==> src/rtl/gpio_bank_pkg.sv <==
`timescale 1ns/1ps
package gpio_bank_pkg;
  localparam int PINS_PER_BANK = 8;
  localparam int BANKS_PER_GROUP = 4;

  // register kind codes, taken from address bits [7:4]
  localparam logic [3:0] KIND_OWN   = 4'h0;
  localparam logic [3:0] KIND_DIR   = 4'h1;
  localparam logic [3:0] KIND_LVL   = 4'h2;
  localparam logic [3:0] KIND_PIN   = 4'h3;
  localparam logic [3:0] KIND_M_OWN = 4'h8;
  localparam logic [3:0] KIND_M_DIR = 4'h9;
  localparam logic [3:0] KIND_M_LVL = 4'hA;

  // masked update: upper byte enables, lower byte supplies values
  function automatic logic [7:0] masked_merge(input logic [7:0] old_v,
                                              input logic [15:0] wd);
    return (old_v & ~wd[15:8]) | (wd[7:0] & wd[15:8]);
  endfunction

  function automatic logic kind_writable(input logic [3:0] k);
    return (k == KIND_OWN) || (k == KIND_DIR) || (k == KIND_LVL) ||
           (k == KIND_M_OWN) || (k == KIND_M_DIR) || (k == KIND_M_LVL);
  endfunction

  function automatic logic kind_readable(input logic [3:0] k);
    return (k == KIND_OWN) || (k == KIND_DIR) || (k == KIND_LVL) || (k == KIND_PIN);
  endfunction
endpackage

==> src/rtl/gpio_sync.sv <==
`timescale 1ns/1ps
module gpio_sync #(
  parameter int W = 8
) (
  input  logic         clk,
  input  logic         rst_n,
  input  logic [W-1:0] din,
  output logic [W-1:0] dout
);
  logic [W-1:0] stage1_q;
  logic [W-1:0] stage2_q;
  logic [1:0]   age_q;

  always_ff @(posedge clk or negedge rst_n) begin
    if (!rst_n) begin
      stage1_q <= '0;
      stage2_q <= '0;
    end else begin
      stage1_q <= din;
      stage2_q <= stage1_q;
    end
  end

  // cycles since reset, saturating, used only by the check below
  always_ff @(posedge clk or negedge rst_n) begin
    if (!rst_n)             age_q <= 2'd0;
    else if (age_q != 2'd2) age_q <= age_q + 2'd1;
  end

  assign dout = stage2_q;

  // output equals the input sampled two edges earlier
  a_r7_two_stage: assert property (@(posedge clk) disable iff (!rst_n)
    (age_q == 2'd2) |-> (dout == $past(din, 2)));
endmodule

==> src/rtl/gpio_pin_mux.sv <==
`timescale 1ns/1ps
module gpio_pin_mux #(
  parameter int W = 8
) (
  input  logic [W-1:0] own_gpio,
  input  logic [W-1:0] gp_lvl,
  input  logic [W-1:0] gp_dir,
  input  logic [W-1:0] sf_lvl,
  input  logic [W-1:0] sf_dir,
  output logic [W-1:0] mux_lvl,
  output logic [W-1:0] mux_dir
);
  for (genvar p = 0; p < W; p++) begin : g_pin
    assign mux_lvl[p] = own_gpio[p] ? gp_lvl[p] : sf_lvl[p];
    assign mux_dir[p] = own_gpio[p] ? gp_dir[p] : sf_dir[p];
  end
endmodule

==> src/rtl/gpio_bank.sv <==
`timescale 1ns/1ps
module gpio_bank
  import gpio_bank_pkg::*;
(
  input  logic        clk,
  input  logic        rst_n,
  input  logic        wr_stb,
  input  logic [3:0]  wr_kind,
  input  logic [15:0] wr_word,
  output logic [7:0]  own_q,
  output logic [7:0]  dir_q,
  output logic [7:0]  lvl_q
);
  always_ff @(posedge clk or negedge rst_n) begin
    if (!rst_n) begin
      own_q <= '0;
      dir_q <= '0;
      lvl_q <= '0;
    end else if (wr_stb) begin
      case (wr_kind)
        KIND_OWN:   own_q <= wr_word[7:0];
        KIND_DIR:   dir_q <= wr_word[7:0];
        KIND_LVL:   lvl_q <= wr_word[7:0];
        KIND_M_OWN: own_q <= masked_merge(own_q, wr_word);
        KIND_M_DIR: dir_q <= masked_merge(dir_q, wr_word);
        KIND_M_LVL: lvl_q <= masked_merge(lvl_q, wr_word);
        default: ;
      endcase
    end
  end

  // without a strobe nothing moves
  a_r10_hold: assert property (@(posedge clk) disable iff (!rst_n)
    !wr_stb |=> ($stable(own_q) && $stable(dir_q) && $stable(lvl_q)));
  // masked direction write leaves unselected bits alone
  a_r4_dir_keep: assert property (@(posedge clk) disable iff (!rst_n)
    (wr_stb && wr_kind == KIND_M_DIR) |=>
      (((dir_q ^ $past(dir_q)) & ~$past(wr_word[15:8])) == 8'h00));
  // masked level write leaves unselected bits alone
  a_r5_lvl_keep: assert property (@(posedge clk) disable iff (!rst_n)
    (wr_stb && wr_kind == KIND_M_LVL) |=>
      (((lvl_q ^ $past(lvl_q)) & ~$past(wr_word[15:8])) == 8'h00));
  // masked ownership write leaves unselected bits alone
  a_r6_own_keep: assert property (@(posedge clk) disable iff (!rst_n)
    (wr_stb && wr_kind == KIND_M_OWN) |=>
      (((own_q ^ $past(own_q)) & ~$past(wr_word[15:8])) == 8'h00));
endmodule

==> src/rtl/banked_gpio_ctrl.sv <==
`timescale 1ns/1ps
module banked_gpio_ctrl
  import gpio_bank_pkg::*;
#(
  parameter int NUM_BANKS = 4,
  parameter int ADDR_W    = 12
) (
  input  logic                   clk,
  input  logic                   rst_n,
  input  logic [ADDR_W-1:0]      reg_addr,
  input  logic                   wr_en,
  input  logic [31:0]            wr_data,
  output logic [31:0]            rd_data,
  input  logic [NUM_BANKS*8-1:0] pad_in,
  input  logic [NUM_BANKS*8-1:0] sf_out,
  input  logic [NUM_BANKS*8-1:0] sf_oe,
  output logic [NUM_BANKS*8-1:0] pad_out,
  output logic [NUM_BANKS*8-1:0] pad_oe
);
  localparam int NPINS = NUM_BANKS * PINS_PER_BANK;
  localparam int IDX_W = ADDR_W - 6;   // group bits plus two slot bits

  // address decode: [ADDR_W-1:8] group, [7:4] kind, [3:2] slot, [1:0] zero
  logic [IDX_W-1:0] bank_idx;
  logic [3:0]       kind;
  logic             aligned;
  logic             bank_ok;
  logic             wr_hit;
  logic             rd_hit;
  logic             unused_hi;

  assign bank_idx  = {reg_addr[ADDR_W-1:8], reg_addr[3:2]};
  assign kind      = reg_addr[7:4];
  assign aligned   = (reg_addr[1:0] == 2'b00);
  assign bank_ok   = (bank_idx < IDX_W'(NUM_BANKS));
  assign wr_hit    = wr_en && aligned && bank_ok && kind_writable(kind);
  assign rd_hit    = aligned && bank_ok && kind_readable(kind);
  assign unused_hi = ^wr_data[31:16];

  logic [NPINS-1:0] own_v, dir_v, lvl_v, sync_v;

  for (genvar b = 0; b < NUM_BANKS; b++) begin : g_bank
    logic stb;
    assign stb = wr_hit && (bank_idx == IDX_W'(b));
    gpio_bank u_bank (
      .clk     (clk),
      .rst_n   (rst_n),
      .wr_stb  (stb),
      .wr_kind (kind),
      .wr_word (wr_data[15:0]),
      .own_q   (own_v[b*8 +: 8]),
      .dir_q   (dir_v[b*8 +: 8]),
      .lvl_q   (lvl_v[b*8 +: 8])
    );
  end

  gpio_sync #(.W(NPINS)) u_sync (
    .clk   (clk),
    .rst_n (rst_n),
    .din   (pad_in),
    .dout  (sync_v)
  );

  gpio_pin_mux #(.W(NPINS)) u_mux (
    .own_gpio (own_v),
    .gp_lvl   (lvl_v),
    .gp_dir   (dir_v),
    .sf_lvl   (sf_out),
    .sf_dir   (sf_oe),
    .mux_lvl  (pad_out),
    .mux_dir  (pad_oe)
  );

  always_comb begin
    rd_data = '0;
    for (int b = 0; b < NUM_BANKS; b++) begin
      if (rd_hit && bank_idx == IDX_W'(b)) begin
        case (kind)
          KIND_OWN: rd_data[7:0] = own_v[b*8 +: 8];
          KIND_DIR: rd_data[7:0] = dir_v[b*8 +: 8];
          KIND_LVL: rd_data[7:0] = lvl_v[b*8 +: 8];
          KIND_PIN: rd_data[7:0] = sync_v[b*8 +: 8];
          default: ;
        endcase
      end
    end
  end

  // unmapped reads are zero
  a_r9_unmapped_zero: assert property (@(posedge clk) disable iff (!rst_n)
    !rd_hit |-> (rd_data == 32'h0));
  // upper read bits never carry data
  a_r3_upper_zero: assert property (@(posedge clk) disable iff (!rst_n)
    rd_data[31:8] == 24'h0);
endmodule

==> config.mk <==
export PLATFORM = sky130hd
export DESIGN_NAME = banked_gpio_ctrl
export DESIGN_NICKNAME = d
export VERILOG_FILES = /design/src/rtl/gpio_bank_pkg.sv /design/src/rtl/gpio_sync.sv /design/src/rtl/gpio_pin_mux.sv /design/src/rtl/gpio_bank.sv /design/src/rtl/banked_gpio_ctrl.sv
export SDC_FILE = /design/constraint.sdc
export NUM_CORES = 1
export LEC_CHECK = 0
export BUFFER_PORTS_ARGS = -buffer_cell sky130_fd_sc_hd__buf_2
export CORE_MARGIN = 5
export CORE_UTILIZATION = 54
export DETAILED_ROUTE_END_ITERATION = 10
export HOLD_SLACK_MARGIN = 0.06
export PLACE_DENSITY = 0.86
export SYNTH_ARGS = -nofsm -noshare
export SYNTH_HDL_FRONTEND = slang
export SYNTH_HIERARCHICAL = 1
export SYNTH_SLANG_ARGS = --single-unit
==> constraint.sdc <==
create_clock -name clk -period 2.45 [get_ports clk]
set_input_delay 0 -clock clk [delete_from_list [all_inputs] [get_ports clk]]
set_output_delay 0 -clock clk [all_outputs]
set_load 0.02 [all_outputs]
# After elaboration in Yosys (flattened, before gate mapping)
# Cells that the tools add are included.
# word_totals
regBits,160
latchBits,0
ramBits,0
mem_bits_ro,0
in_bits,143
elab_cells,171
mem_count,0
# op_classes
n_addsub,0
mul,0
div_mod_pow,0
n_lt_le_gt_ge,1
n_eq_ne,9
shifts,0
muxes,84
bitwise,26
reduce_logical,37
# ops
op,n
$pmux W8 S2,12
$pmux W8 S4,4
$and A8 B8 Y8,13
$or A8 B8 Y8,12
$mux W1,64
$mux W8,4
$reduce_and A2 Y1,12
$logic_and A1 B1 Y1,13
$eq A4 B4 Y1 const B,3
$eq A6 B2 Y1 const B,2
$eq A4 B2 Y1 const B,2
$not A8 Y8,1
$eq A6 B1 Y1 const B,1
$logic_not A6 Y1,1
$logic_or A1 B1 Y1,6
$lt A6 B3 Y1 const B,1
$reduce_bool A2 Y1,3
$eq A4 B1 Y1 const B,1
$logic_not A4 Y1,1
$logic_not A2 Y1,1

# Logic depth before layout (Yosys ltp)
# depth
depth_word,13
ltp_mapped,9

# By module
# The synthesis kept the hierarchy.
# modules_own_cells
module,instances,cells_per_inst,area_per_inst_um2,seq_area_each_um2
gpio_bank,4,87,1073.5,600.6
gpio_sync,1,64,1601.5,1601.5
banked_gpio_ctrl,1,105,1362.6,0.0
gpio_pin_mux,1,64,863.3,0.0

# Worst setup path before layout
# OpenSTA, ideal clock, no wires.
# synth_timing
path_type,input port to flip-flop
start,input reg_addr[11]
end,register (tool-made name)
setup_ns,0.127
arrival_time_ns,1.848
path_slack_ns,0.474
cell_stages,7
n_path_buf,1
cell_sequence,nor4_1 > nand4_1 > nor3_1 > or4b_1 > buf_2 > nor2_1 > mux2_1
# synth_rtl
element,line_no,text
"start, declared",banked_gpio_ctrl.sv:10,"input logic [ADDR_W-1:0] reg_addr,"

==> flow_metrics.tcl <==
set metrics [dict create \
    cpLargestDelayFamily "simple AND/OR/NAND/NOR gates" \
    crit_path_cell_trace "buf_2 -> nor4_2 -> nand4_1 -> nor3_2 -> or4b_1 -> buf_4 -> nor2_1 -> mux2_1 -> dlygate4sd3_1" \
    max-clock-path-buffers 2 \
    synthesis.area_um2 8120 \
    grt_util_all_layers_pct 24.8 \
    finalNetCount 976 \
    power.leakage_nw 5.29 \
    ant_nets 0 \
    drive_gt1_share_pct 42.6 \
    synth_sequential_area_ratio_pct 49.3 \
    height_of_the_die_um 133 \
    crit_path_end_kind "flip-flop" \
    syn2layout_area_growth_pct 26.9 \
    ir_drop_worst_case_vdd_v 0.000542 \
    hpwl_mm 14.6 \
    setup-violations-final 0 \
    cts_tree "yes" \
    drc 0 \
    largest_net_degree_at_the_start_of_global_routing 57 \
    cts.sinks 160 \
    critPathMaxFanout 8 \
    post_synthesis_register_bit_count 160 \
    max-slew-margin-rel_pct 59.8 \
    num-fill-cells 970 \
    max_cap_violations 0 \
    worstPathBufferInverterCount 3 \
    final_max_slew_viol_count 0 \
    drt_first_pass_iters 4 \
    report.power.total_mw 6.06 \
    post_synth_num_cell_types 25 \
    status "finished clean" \
    floorplan.initialDensity_pct 55.5 \
    yosysTopAreaCell "sky130_fd_sc_hd__dfrtp_1" \
    hold_path.class "input pin to flip-flop" \
    drt_wl_total_mm 21.3 \
    post_synth_main_area_contributors "sky130_fd_sc_hd__dfrtp_1, sky130_fd_sc_hd__mux2_2, sky130_fd_sc_hd__mux2_1" \
    grt.overflow.total 0 \
    cts_buffers 17 \
    register_area_um2 4000 \
    total_number_of_yosys_warnings 6 \
    fp-row-count 44 \
    die_width_um 133 \
    layout.core_utilization_pct 70.4 \
    cts.reportedPaths.clkPinSlew_ns 0.07 \
    startpoint_type "input pin" \
    worst_pin_slew_ns 0.603 \
    core_region_area_um2 14600 \
    dp_cells 954 \
    timing.critical_path.required_ns 2.76 \
    clock_root_buffer_master "sky130_fd_sc_hd__clkbuf_16" \
    antenna_found_initial 1 \
    post_synth_inst_count 581 \
    cts_setup_buffers 0 \
    achievable-frequency_mhz 437 \
    floorplan.io_pins 239 \
    timing.final.hold_violations 0 \
    critical-path-max-stage-delay_ns 0.57 \
    finish.cell_count_without_fillers 1031 \
    number_of_global_route_vias_before_repair 6224 \
    drt-vias-per-instance 5.58 \
    worstPathArrival_ns 2.59 \
    initialDrtViolationCount 308 \
    routed_wire_length_per_instance_um 20.6 \
    worst_clock_skew_ns 0.00372 \
    gp_congestion 0.827 \
    power.density_cell_area_nw_per_um2 588 \
    global_route_wire_length_before_repair_mm 33.8 \
    multi_input_area_um2 3860 \
    grt_setup_unrepaired "false" \
    fin_crit_ns 2.29 \
    average_cell_area_after_synthesis_um2 14.0 \
    finalSetupTns_ns 0 \
    htreeDepth 4 \
    type_of_the_setup_path_with_the_least_slack "input pin to flip-flop" \
    synth_top_area_share_pct 49.3 \
    min_period_over_period_pct 93.3 \
    worstSkewPairLatency_ns 0.42 \
    num_vias 5758 \
    floorplan.die_area_um2 17600 \
    placement.io_buffers 198 \
    crit_slowest_cell "sky130_fd_sc_hd__dlygate4sd3_1" \
]
==> worst min-delay path: stages <==
cell,delay [ns]
sky130_fd_sc_hd__buf_2,0.14
sky130_fd_sc_hd__nor3b_1,0.09
sky130_fd_sc_hd__nor2_1,0.10
sky130_fd_sc_hd__mux2_1,0.13
==> path summary, 6_finish.rpt <==
kind | startpoint | endpoint | slack (ns) | cells past startpoint
worst min register to register | u_sync/stage1_q[17] | u_sync/dout[17] | 0.35 | 0
worst max register to register | flip-flop | flip-flop | 1.03 | 2
min in group asynchronous | rst_n | u_sync/stage1_q[13] | 0.08 | 2
worst max-delay path | reg_addr[11] | flip-flop | 0.16 | 9
max in group asynchronous | rst_n | async pin | 1.69 | 3
worst min-delay path | wr_data[10] | flip-flop | 0.07 | 4
==> logic make-up (layout without fill, tap and decap cells) <==
| family | Yosys count | count (layout) | synth area share, % |
|---|---|---|---|
| multiplexers | 208 | 208 | 35.9 |
| AND/OR/NAND/NOR | 152 | 152 | 9.77 |
| flip-flops | 160 | 160 | 49.3 |
| other | 1 | 25 | 0.0462 |
| AO/OA/AOI/OAI | 8 | 8 | 0.616 |
| buffers and inverters | 52 | 294 | 4.38 |
==> layout by cell type (no fill, tap or decap), types with 3 or more instances in the layout <==
| cell type | instances |
|---|---|
| sky130_fd_sc_hd__mux2_2 | 64 |
| sky130_fd_sc_hd__clkbuf_16 | 17 |
| sky130_fd_sc_hd__mux2_1 | 58 |
| sky130_fd_sc_hd__nand4_1 | 3 |
| sky130_fd_sc_hd__nor2_1 | 98 |
| sky130_fd_sc_hd__nor3_1 | 3 |
| sky130_fd_sc_hd__buf_2 | 197 |
| sky130_fd_sc_hd__mux4_2 | 8 |
| sky130_fd_sc_hd__o22ai_1 | 8 |
| sky130_fd_sc_hd__conb_1 | 24 |
| sky130_fd_sc_hd__or4b_1 | 4 |
| sky130_fd_sc_hd__nand4bb_1 | 8 |
| sky130_fd_sc_hd__dlygate4sd3_1 | 44 |
| sky130_fd_sc_hd__dfrtp_1 | 160 |
| sky130_fd_sc_hd__mux2i_1 | 16 |
| sky130_fd_sc_hd__clkinv_4 | 4 |
| sky130_fd_sc_hd__mux2_4 | 38 |
| sky130_fd_sc_hd__nor3b_1 | 32 |
| sky130_fd_sc_hd__inv_6 | 5 |
| sky130_fd_sc_hd__buf_4 | 16 |
| sky130_fd_sc_hd__mux4_1 | 24 |
==> layer usage <==
metal | track usage [%] | up-vias | part of all wire, %
li1 | - | 2589 | -
met5 | 0 | - | 0
met2 | 42.7 | 260 | 52
met1 | 30.8 | 2887 | 39
met3 | 6.34 | 22 | 8.0
met4 | 7.97 | 0 | 1.4
==> synthesized netlist by cell type <==
cell / n
sky130_fd_sc_hd__dfrtp_1: 160
sky130_fd_sc_hd__nor2_1: 98
sky130_fd_sc_hd__mux2_2: 64
sky130_fd_sc_hd__mux2_1: 58
sky130_fd_sc_hd__mux2_4: 38
sky130_fd_sc_hd__nor3b_1: 32
sky130_fd_sc_hd__buf_4: 25
sky130_fd_sc_hd__mux4_1: 24
sky130_fd_sc_hd__buf_2: 19
sky130_fd_sc_hd__mux2i_1: 16
sky130_fd_sc_hd__mux4_2: 8
sky130_fd_sc_hd__nand4bb_1: 8
sky130_fd_sc_hd__o22ai_1: 8
sky130_fd_sc_hd__nor3_1: 4
sky130_fd_sc_hd__or4b_1: 4
sky130_fd_sc_hd__nand4_1: 3
sky130_fd_sc_hd__buf_6: 2
sky130_fd_sc_hd__clkbuf_1: 2
sky130_fd_sc_hd__inv_1: 2
sky130_fd_sc_hd__buf_12: 1
sky130_fd_sc_hd__buf_8: 1
sky130_fd_sc_hd__conb_1: 1
sky130_fd_sc_hd__nand2_1: 1
sky130_fd_sc_hd__nor2b_1: 1
sky130_fd_sc_hd__nor4_1: 1
==> where the power goes <==
part / switching [mW] / leakage, nW / total [mW] / internal (mW)
clock network: 1.13 / 0.296 / 2.70 / 1.56
registers: 0.0195 / 2.09 / 2.72 / 2.70
logic: 0.356 / 2.91 / 0.645 / 0.289
total: 1.51 / 5.29 / 6.06 / 4.55
==> per-stage QoR <==
stage	setup slack [ns]	instance area, um2	hold slack [ns]
floorplan	0.474	8210	-0.296
global placement	0.143	9250	-0.0167
detailed placement	0.0131	9250	-0.0131
CTS	0.0470	10300	0.0621
global route	0.0112	10300	0.0914
finish	0.164	10300	0.0746
==> final cells by class <==
| class | count | area share (%) |
|---|---|---|
| sequential | 160 | 38.8 |
| multi-input combinational | 392 | 37.4 |
| timing repair buffer | 260 | 15.5 |
| clock buffer | 18 | 4.26 |
| tap | 184 | 2.23 |
| clock inverter | 14 | 1.64 |
| inverter | 2 | 0.0728 |
| antenna | 1 | 0.0243 |
==> timing repair <==
| item | 4_1_cts | 5_1_grt |
|---|---|---|
| hold endpoints to repair | 288 | 0 |
| endpoints found under the setup margin | 0 | 1 |
| resized for setup | 0 | 2 |
| hold buffers | 44 | 0 |
(Power assumes the default switching activity.)
